===== src/rtl/mpio_pkg.sv =====
package mpio_pkg;

    typedef enum logic [2:0] {
        ADR_LEVEL = 3'd0,
        ADR_DIR   = 3'd1,
        ADR_HIZ   = 3'd2,
        ADR_INV   = 3'd3,
        ADR_IEN   = 3'd4
    } reg_addr_e;

    // Per-pin control bundle carried between submodules
    typedef struct packed {
        logic dir;
        logic hiz;
        logic inv;
        logic ien;
        logic lvl;
    } pin_cfg_t;

    function automatic logic addr_hit(input logic [2:0] a, input reg_addr_e r);
        return a == 3'(r);
    endfunction

endpackage


===== src/rtl/mpio_regfile.sv =====
module mpio_regfile
    import mpio_pkg::*;
#(
    parameter int unsigned PORT_W = 8
) (
    input  logic              clk,
    input  logic              rst,
    input  logic [2:0]        reg_addr,
    input  logic              wr_en,
    input  logic [PORT_W-1:0] wr_data,
    output pin_cfg_t          cfg [PORT_W]
);

    logic [PORT_W-1:0] lvl_q, dir_q, hiz_q, inv_q, ien_q;

    always_ff @(posedge clk) begin
        if (rst) begin
            lvl_q <= '0;
            dir_q <= '0;
            hiz_q <= '0;
            inv_q <= '0;
            ien_q <= '0;
        end else if (wr_en) begin
            if (addr_hit(reg_addr, ADR_LEVEL)) lvl_q <= wr_data;
            if (addr_hit(reg_addr, ADR_DIR))   dir_q <= wr_data;
            if (addr_hit(reg_addr, ADR_HIZ))   hiz_q <= wr_data;
            if (addr_hit(reg_addr, ADR_INV))   inv_q <= wr_data;
            if (addr_hit(reg_addr, ADR_IEN))   ien_q <= wr_data;
        end
    end

    for (genvar i = 0; i < PORT_W; i++) begin : g_cfg
        assign cfg[i] = '{dir: dir_q[i], hiz: hiz_q[i], inv: inv_q[i],
                          ien: ien_q[i], lvl: lvl_q[i]};
    end

    // a write to an unmapped address leaves every register unchanged
    assert_unmapped_R2: assert property (@(posedge clk) disable iff (rst)
        (wr_en && reg_addr > 3'd4) |=> $stable({lvl_q, dir_q, hiz_q, inv_q, ien_q}));

endmodule


===== src/rtl/mpio_sync.sv =====
module mpio_sync #(
    parameter int unsigned PORT_W = 8,
    parameter int unsigned STAGES = 2
) (
    input  logic              clk,
    input  logic              rst,
    input  logic [PORT_W-1:0] d_in,
    output logic [PORT_W-1:0] d_out
);

    logic [PORT_W-1:0] stage_q [STAGES];

    always_ff @(posedge clk) begin
        if (rst) begin
            for (int s = 0; s < STAGES; s++) stage_q[s] <= '0;
        end else begin
            stage_q[0] <= d_in;
            for (int s = 1; s < STAGES; s++) stage_q[s] <= stage_q[s-1];
        end
    end

    assign d_out = stage_q[STAGES-1];

    // the last stage follows the stage ahead of it by one edge
    if (STAGES > 1) begin : g_chk
        assert_sync_chain_R5: assert property (@(posedge clk) disable iff (rst)
            !$past(rst) |-> d_out == $past(stage_q[STAGES-2]));
    end

endmodule


===== src/rtl/mpio_pin_logic.sv =====
module mpio_pin_logic
    import mpio_pkg::*;
#(
    parameter int unsigned PORT_W = 8
) (
    input  pin_cfg_t          cfg [PORT_W],
    input  logic [PORT_W-1:0] sync_in,
    output logic [PORT_W-1:0] pad_out,
    output logic [PORT_W-1:0] pad_oe,
    output logic [PORT_W-1:0] level_rd,
    output logic              irq
);

    logic [PORT_W-1:0] eff_in;
    logic [PORT_W-1:0] irq_src;

    for (genvar i = 0; i < PORT_W; i++) begin : g_pin
        assign eff_in[i]   = sync_in[i] ^ cfg[i].inv;
        assign pad_out[i]  = cfg[i].lvl;
        assign pad_oe[i]   = cfg[i].dir & ~cfg[i].hiz;
        assign level_rd[i] = cfg[i].dir ? cfg[i].lvl : eff_in[i];
        assign irq_src[i]  = ~cfg[i].dir & cfg[i].ien & eff_in[i];
    end

    assign irq = |irq_src;

endmodule


===== src/rtl/mpio_port.sv =====
module mpio_port
    import mpio_pkg::*;
#(
    parameter int unsigned PORT_W      = 8,
    parameter int unsigned SYNC_STAGES = 2
) (
    input  logic              clk,
    input  logic              rst,
    input  logic [2:0]        reg_addr,
    input  logic              wr_en,
    input  logic [PORT_W-1:0] wr_data,
    output logic [PORT_W-1:0] rd_data,
    input  logic [PORT_W-1:0] pin_in,
    output logic [PORT_W-1:0] pin_out,
    output logic [PORT_W-1:0] pin_oe,
    output logic              irq
);

    pin_cfg_t          cfg [PORT_W];
    logic [PORT_W-1:0] sync_in;
    logic [PORT_W-1:0] level_rd;
    logic [PORT_W-1:0] dir_v, hiz_v, inv_v, ien_v;

    mpio_regfile #(.PORT_W(PORT_W)) regs_i (
        .clk(clk), .rst(rst), .reg_addr(reg_addr), .wr_en(wr_en),
        .wr_data(wr_data), .cfg(cfg)
    );

    mpio_sync #(.PORT_W(PORT_W), .STAGES(SYNC_STAGES)) sync_i (
        .clk(clk), .rst(rst), .d_in(pin_in), .d_out(sync_in)
    );

    mpio_pin_logic #(.PORT_W(PORT_W)) pins_i (
        .cfg(cfg), .sync_in(sync_in), .pad_out(pin_out), .pad_oe(pin_oe),
        .level_rd(level_rd), .irq(irq)
    );

    for (genvar i = 0; i < PORT_W; i++) begin : g_rb
        assign dir_v[i] = cfg[i].dir;
        assign hiz_v[i] = cfg[i].hiz;
        assign inv_v[i] = cfg[i].inv;
        assign ien_v[i] = cfg[i].ien;
    end

    always_comb begin
        unique case (reg_addr)
            3'(ADR_LEVEL): rd_data = level_rd;
            3'(ADR_DIR):   rd_data = dir_v;
            3'(ADR_HIZ):   rd_data = hiz_v;
            3'(ADR_INV):   rd_data = inv_v;
            3'(ADR_IEN):   rd_data = ien_v;
            default:       rd_data = '0;
        endcase
    end

    // the cycle after reset nothing drives and no interrupt is raised
    assert_reset_quiet_R1: assert property (@(posedge clk)
        rst |=> (pin_oe == '0 && pin_out == '0 && !irq));

    // a level write shows on the pads one cycle later
    assert_level_write_R3: assert property (@(posedge clk) disable iff (rst)
        (wr_en && reg_addr == 3'(ADR_LEVEL)) |=> pin_out == $past(wr_data));

    // forcing every pin to high impedance removes all drive
    assert_hiz_all_R4: assert property (@(posedge clk) disable iff (rst)
        (wr_en && reg_addr == 3'(ADR_HIZ) && wr_data == '1) |=> pin_oe == '0);

    // clearing all interrupt enables silences the request
    assert_ien_off_R8: assert property (@(posedge clk) disable iff (rst)
        (wr_en && reg_addr == 3'(ADR_IEN) && wr_data == '0) |=> !irq);

endmodule


===== config.mk =====
export PLATFORM = sky130hd
export DESIGN_NAME = mpio_port
export DESIGN_NICKNAME = d
export VERILOG_FILES = /design/src/rtl/mpio_pkg.sv /design/src/rtl/mpio_regfile.sv /design/src/rtl/mpio_sync.sv /design/src/rtl/mpio_pin_logic.sv /design/src/rtl/mpio_port.sv
export SDC_FILE = /design/constraint.sdc
export NUM_CORES = 1
export LEC_CHECK = 0
export CAP_MARGIN = 5
export CELL_PAD_IN_SITES_DETAIL_PLACEMENT = 2
export CELL_PAD_IN_SITES_GLOBAL_PLACEMENT = 2
export CORE_MARGIN = 5
export CORE_UTILIZATION = 28
export CTS_BUF_LIST = sky130_fd_sc_hd__clkbuf_8 sky130_fd_sc_hd__clkbuf_16
export DETAILED_ROUTE_END_ITERATION = 7
export PLACE_DENSITY_LB_ADDON = 0.1
export SLEW_MARGIN = 20
export SYNTH_ARGS = -nofsm -noshare
export SYNTH_HDL_FRONTEND = slang
export SYNTH_SLANG_ARGS = --single-unit

===== constraint.sdc =====
create_clock -name clk -period 1.2 [get_ports clk]
set_input_delay 0.18 -clock clk [delete_from_list [all_inputs] [get_ports clk]]
set_output_delay 0.18 -clock clk [all_outputs]
set_load 0.01 [all_outputs]

==> results of run 1 <==
==> report_power, final <==
part	switching [mW]	total, mW	internal (mW)
combinational	0.261	0.562	0.302
clock	0.669	1.14	0.475
sequential	0.0323	1.94	1.91
==> worst reg2reg max path, cell delays in order, from the launching register on <==
cell and delay, ns:
dfxtp_2 0.35, buf_6 0.12, buf_6 0.10, mux2i_1 0.12
nor2_1 0.06
==> final cells by class <==
| type | count | area [sq um] |
|---|---|---|
| Clock buffer | 6 | 82.6 |
| Clock inverter | 2 | 13.8 |
| Fill cell | 962 | 4940 |
| Inverter | 4 | 15.0 |
| Multi-Input combinational cell | 188 | 1380 |
| Sequential cell | 56 | 1160 |
| Tap cell | 108 | 135 |
| Timing Repair Buffer | 114 | 1070 |
==> cells in the mapped netlist, types with 2 or more instances <==
| master | number |
|---|---|
| a21oi_1 | 16 |
| a22oi_1 | 8 |
| a32oi_1 | 4 |
| and4bb_2 | 2 |
| buf_2 | 4 |
| buf_4 | 12 |
| clkbuf_1 | 7 |
| dfxtp_1 | 56 |
| inv_1 | 4 |
| mux2i_1 | 32 |
| nand2_1 | 32 |
| nand2b_1 | 8 |
| nor2_1 | 28 |
| nor2b_1 | 26 |
| o211ai_1 | 8 |
| o221ai_1 | 8 |
| xor2_1 | 8 |
==> how the worst min path moves through the flow <==
| stage | to |
|---|---|
| 2_1_floorplan | sync_i.stage_q[0][0] |
| 3_3_place_gp | sync_i.stage_q[0][13] |
| 3_5_place_dp | sync_i.stage_q[0][10] |
| 4_1_cts | regs_i.hiz_q[3] |
| 5_1_grt | regs_i.dir_q[2] |
| 6_report | regs_i.lvl_q[5] |
==> state kept, by name, indices dropped and copies added, names as in the netlist <==
signal,cells
regs_i.inv_q,8
regs_i.hiz_q,8
regs_i.dir_q,8
sync_i.stage_q,16
regs_i.lvl_q,8
regs_i.ien_q,8
==> metal layers <==
layer	part of all wire (%)	wire, microns	GRT usage, %
met2	53	4790	30.4
met5	0	0	0
met4	0.32	29	2.25
met1	45	4100	20.7
met3	2.0	178	2.51
==> repair_timing <==
action,CTS,global route
endpoints found under the hold margin,0,0
pin swaps,6,12
resized for setup,161,43
setup buffers,4,4
endpoints found under the setup margin,65,38
cloned,2,0
==> logic make-up (layout without fill, tap and decap cells) <==
group	count (synthesis)	count (layout)	synth area share, %
AOI/OAI and AO/OA	44	44	12.0
xor gates and xnor gates	8	8	2.75
buffers and inverters	30	126	7.30
DFF	56	56	43.9
muxes	32	32	12.5
and+or+nand+nor	104	104	21.5
==> through the flow <==
step                power (mW)  utilization [%]  hold slack, ns  setup TNS [ns]  cells
floorplan                 2.20                -           0.308               0    274
global placement          2.46             39.8           0.419          -34.99    466
detailed placement        2.48             39.8           0.429          -37.15    466
CTS                       3.67             42.8           0.321           -3.24    478
global route              3.83             43.8           0.324           -3.91    478
finish                    3.65             43.8           0.314           -2.97    478
==> qor.yml, run 1 <==
reg2reg_depth: 4
grt.total_usage_pct: 16.5
critPathSlowestCell: "dfxtp_2"
cts-root-buf: "clkbuf_8"
holdCritStartpoint: "rst"
dr_total_vias: 2316
arrival_ns: 1.44
layout-area-overhead-vs-synth_pct: 51.3
maxCapViolCount: 0
globalplace.congestion: 0.748
rsz0062_at_grt: "true"
period_minus_slack_ns: 1.62
critPathMaxFanout: 2
wl_per_cell_microns: 19.0
yosys.area.top_type: "dfxtp_1"
grt_max_degree: 57
path_class: "flop to output pin"
cp-end-kind: "output pin"
r2r-end: "regs_i.dir_q[6]"
finalCritPeriodShare_pct: 135
num_rows: 34
max_stage_delay_ns: 0.35
n_antenna_cell: 0
postSynthAreaPerCell_sq_um: 9.32
dieArea_sq_um: 11100
hold_buffers: 0
p_leak_nw: 1.58
synth_top_area_share_pct: 43.9
violations: "setup timing"
setup_slack_ns: -0.421
worstReg2RegStart: "regs_i.dir_q[6]"
final_cell_area_sq_um: 3860
path_delay_family: "flip-flops"
ios: 47
required_ns: 1.02
cp_cell_sequence: "xor2_2 > a32oi_2 > nand4_1 > buf_2"
slew_headroom_pct: 82.3
powerDensity_nw_per_um2: 945
tightest_slew_ns: 0.259
hpwl_mm: 6.14
die_h_microns: 105
ys_ff_latch: 56
grt_first_pass_wirelength_mm: 14.4
synth_flop_cell: "dfxtp_1"
antenna_found_initial: 0
first_pass_iters: 4
finClkSkew_ns: 0.00126
placed_area_sq_um: 3510
vdd_drop_max_mv: 0.775
synthesis.area_sq_um: 2550
clockBufferDepth: 2
final-max-slew-violation-count: 0
initial_core_util_pct: 29.0
wl_mm: 9.10
setup-violations-final: 13
ys_types: 28
synth_fp_nets: 296
fmax_ghz: 0.617
synthTopCellsByArea: "dfxtp_1 44%, mux2i_1 13%, nor2b_1 6.4%"
overflow: 0
htreeDepth: 2
cts.sinks: 56
synthArstFlopShare_pct: 0
endpoint: "irq"
cts_inserted_buffers: 5
r2r_slack_ns: 0.34
worstHoldPathType: "primary input to flop"
path_depth: 4
drive_above_1_share_pct: 44.1
outcome: "complete, but fails checks"
yosysWarnings: 0
ant_nets: 0
critical_path.startpoint: "sync_i.stage_q[0][13]"
yosysSeqAreaShare_pct: 43.9
clock_latency_ns: 0.30
die_w_microns: 105
clk_pin_slew_ns: 0.11
drt_iter0_markers: 37
hold_viol_final: 0
start_kind: "flop"
cp.buffers_inverters: 1
synth_edf_count: 0
drc: 0
syn_inst: 274
cts_tree: "built"
nets: 391
via_per_inst: 4.85
io_buffers: 46
design.core.area_sq_um: 8810
holdPathStages: 3
final_cell_mix: "44 x buf_4, 31 x mux2i_1, 31 x nand2_1"
final_common_cell: "buf_4"
first_global_vias: 2602
place_ws_ns: -1.03
Power figures use the tool's default switching activity.
==> run 2: changes to the inputs <==
HOLD_SLACK_MARGIN = 0.02   (was not set)
PLACE_DENSITY = 0.74   (was not set)
PLACE_DENSITY_LB_ADDON = not set   (was 0.1)
TNS_END_PERCENT = 30   (was not set)
==> qor.yml, run 2 (synthesis results as in run 1) <==
grt_first_pass_wirelength_mm: 15.9  # was 14.4 mm
first_global_vias: 2770  # was 2,602
overflow: 0  # unchanged
finClkSkew_ns: 0.000635  # was 0.00126 ns
drt_iter0_markers: 113  # was 37
critPathMaxFanout: 2  # unchanged
required_ns: 1.02  # about the same
p_sw_mw: 1.02  # was 0.962 mW
final_common_cell: "buf_4"  # unchanged
final_cell_mix: "46 x buf_4, 30 x mux2i_1, 26 x dfxtp_2, 26 x dfxtp_1, 25 x nor2_1"  # was 44 x buf_4, 31 x mux2i_1, 31 x nand2_1
clk_pin_slew_ns: 0.11  # about the same
reg2reg_depth: 4  # unchanged
final-max-slew-violation-count: 0  # unchanged
wl_per_cell_microns: 21.4  # was 19.0 microns
switching_share_pct: 28.0  # was 26.4%
hpwl_mm: 6.54  # was 6.14 mm
clock_latency_ns: 0.32  # was 0.30 ns
dr_total_vias: 2436  # was 2,316
setup_tns_ns: -3.82  # was -2.97 ns
largest_reg_flops: 16  # unchanged
ant_nets: 0  # unchanged
design.core.area_sq_um: 8810  # unchanged
antenna_found_initial: 0  # unchanged
pwr-share-seq_pct: 53.4  # was 53.2%
fmax_ghz: 0.579  # was 0.617 GHz
outcome: "complete, but fails checks"  # unchanged
arrival_ns: 1.55  # was 1.44 ns
slew_headroom_pct: 76.9  # was 82.3%
drive_above_1_share_pct: 48.5  # was 44.1%
die_w_microns: 105  # unchanged
cts_inserted_buffers: 5  # unchanged
clockBufferDepth: 2  # unchanged
period_minus_slack_ns: 1.73  # was 1.62 ns
placed_area_sq_um: 3480  # was 3510 sq um
dieArea_sq_um: 11100  # unchanged
vdd_drop_max_mv: 0.457  # was 0.775 mV
die_h_microns: 105  # unchanged
final_cell_area_sq_um: 3880  # was 3860 sq um
rsz0062_at_grt: "true"  # unchanged
setup-violations-final: 25  # was 13
p_leak_nw: 1.58  # about the same
first_pass_iters: 4  # unchanged
grt.total_usage_pct: 18.4  # was 16.5%
nets: 394  # was 391
layout-area-overhead-vs-synth_pct: 52.1  # was 51.3%
num_rows: 34  # unchanged
htreeDepth: 2  # unchanged
setup_slack_ns: -0.527  # was -0.421 ns
grt_max_degree: 57  # unchanged
cts.sinks: 56  # unchanged
tightest_slew_ns: 0.346  # was 0.259 ns
initial_core_util_pct: 29.0  # unchanged
path_class: "flop to output pin"  # unchanged
via_per_inst: 5.06  # was 4.85
power_frac_comb_pct: 15.7  # was 15.4%
cp-end-kind: "output pin"  # unchanged
pwr-share-clk_pct: 30.9  # was 31.4%
globalplace.congestion: 0.817  # was 0.748
cts_tree: "built"  # unchanged
holdPathStages: 3  # unchanged
maxCapViolCount: 0  # unchanged
cts-root-buf: "clkbuf_8"  # unchanged
powerDensity_nw_per_um2: 939  # was 945 nW/um^2
start_kind: "flop"  # unchanged
power.internal_mw: 2.62  # was 2.69 mW
violations: "setup timing"  # unchanged
ios: 47  # unchanged
n_antenna_cell: 0  # unchanged
top_register: "sync_i.stage_q"  # unchanged
io_buffers: 46  # unchanged
finalCritPeriodShare_pct: 144  # was 135%
worstHoldPathType: "primary input to flop"  # unchanged
wl_mm: 10.3  # was 9.10 mm
hold_viol_final: 0  # unchanged
drc: 0  # unchanged
run 2: cell types whose count changed in the layout (fill, tap and decap cells not counted), sizes merged:
cell,previous run,this run
buf,87,95
clkinv,1,0
bufbuf,2,0
clkinvlp,0,2
clkbuf,14,9
dlygate4sd2,0,1
run 2: path summary, 6_finish.rpt:
path	from	endpoint	slack, ns
worst min-delay path	rst	regs_i.lvl_q[1]	0.31
worst max-delay path	sync_i.stage_q[0][12]	rd_data[4]	-0.53
worst min register to register	sync_i.stage_q[0][1]	sync_i.stage_q[0][9]	0.45
worst max register to register	regs_i.inv_q[2]	regs_i.inv_q[2]	0.31
run 2: repair_timing:
item | 4_1_cts | 5_1_grt
cloned | 1 | 0
pin swaps | 15 | 18
hold buffers | 0 | 0
gates resized for setup | 166 | 61
setup buffers | 9 | 4
setup endpoints to repair | 65 | 53
run 2: area by class of cell:
type                            count  area [sq um]
Fill cell                         925          4920
Multi-Input combinational cell    188          1440
Sequential cell                    56          1170
Timing Repair Buffer              117          1020
Tap cell                          108           135
Clock buffer                        5          68.8
Clock inverter                      3          26.3
Inverter                            4          20.0
run 2: routing by layer:
metal / track usage [%] / vias to the layer above / routed length (microns)
met1: 22.8 / 1244 / 4620
met5: 0 / - / 0
met3: 3.61 / 16 / 334
met2: 32.0 / 52 / 5150
li1: - / 1124 / -
met4: 6.19 / 0 / 203
run 2: per-stage QoR:
stage | hold slack (ns) | std cells | utilization [%] | total power [mW] | setup WS [ns]
floorplan | 0.308 | 274 | - | 2.20 | 0.0200
global placement | 0.421 | 465 | 39.5 | 2.46 | -1.03
detailed placement | 0.425 | 465 | 39.5 | 2.48 | -1.08
CTS | 0.319 | 480 | 42.7 | 3.66 | -0.454
global route | 0.340 | 481 | 44.1 | 3.78 | -0.544
finish | 0.312 | 481 | 44.1 | 3.65 | -0.527
run 2: power groups by stage:
stage	Clock (mW)	Sequential (mW)	Combinational, mW
final	1.13	1.95	0.573
after global routing	1.22	1.95	0.607
after CTS	1.16	1.94	0.551
after detailed placement	0	1.99	0.493
after global placement	0	1.98	0.476
after floorplan	0	1.98	0.219
run 2: critical path, cell delays in order, from the launching register on:
cell and delay (ns):
dfxtp_2 0.36, xor2_2 0.19, buf_4 0.14, o211ai_1 0.18, o221ai_1 0.18, buf_2 0.18
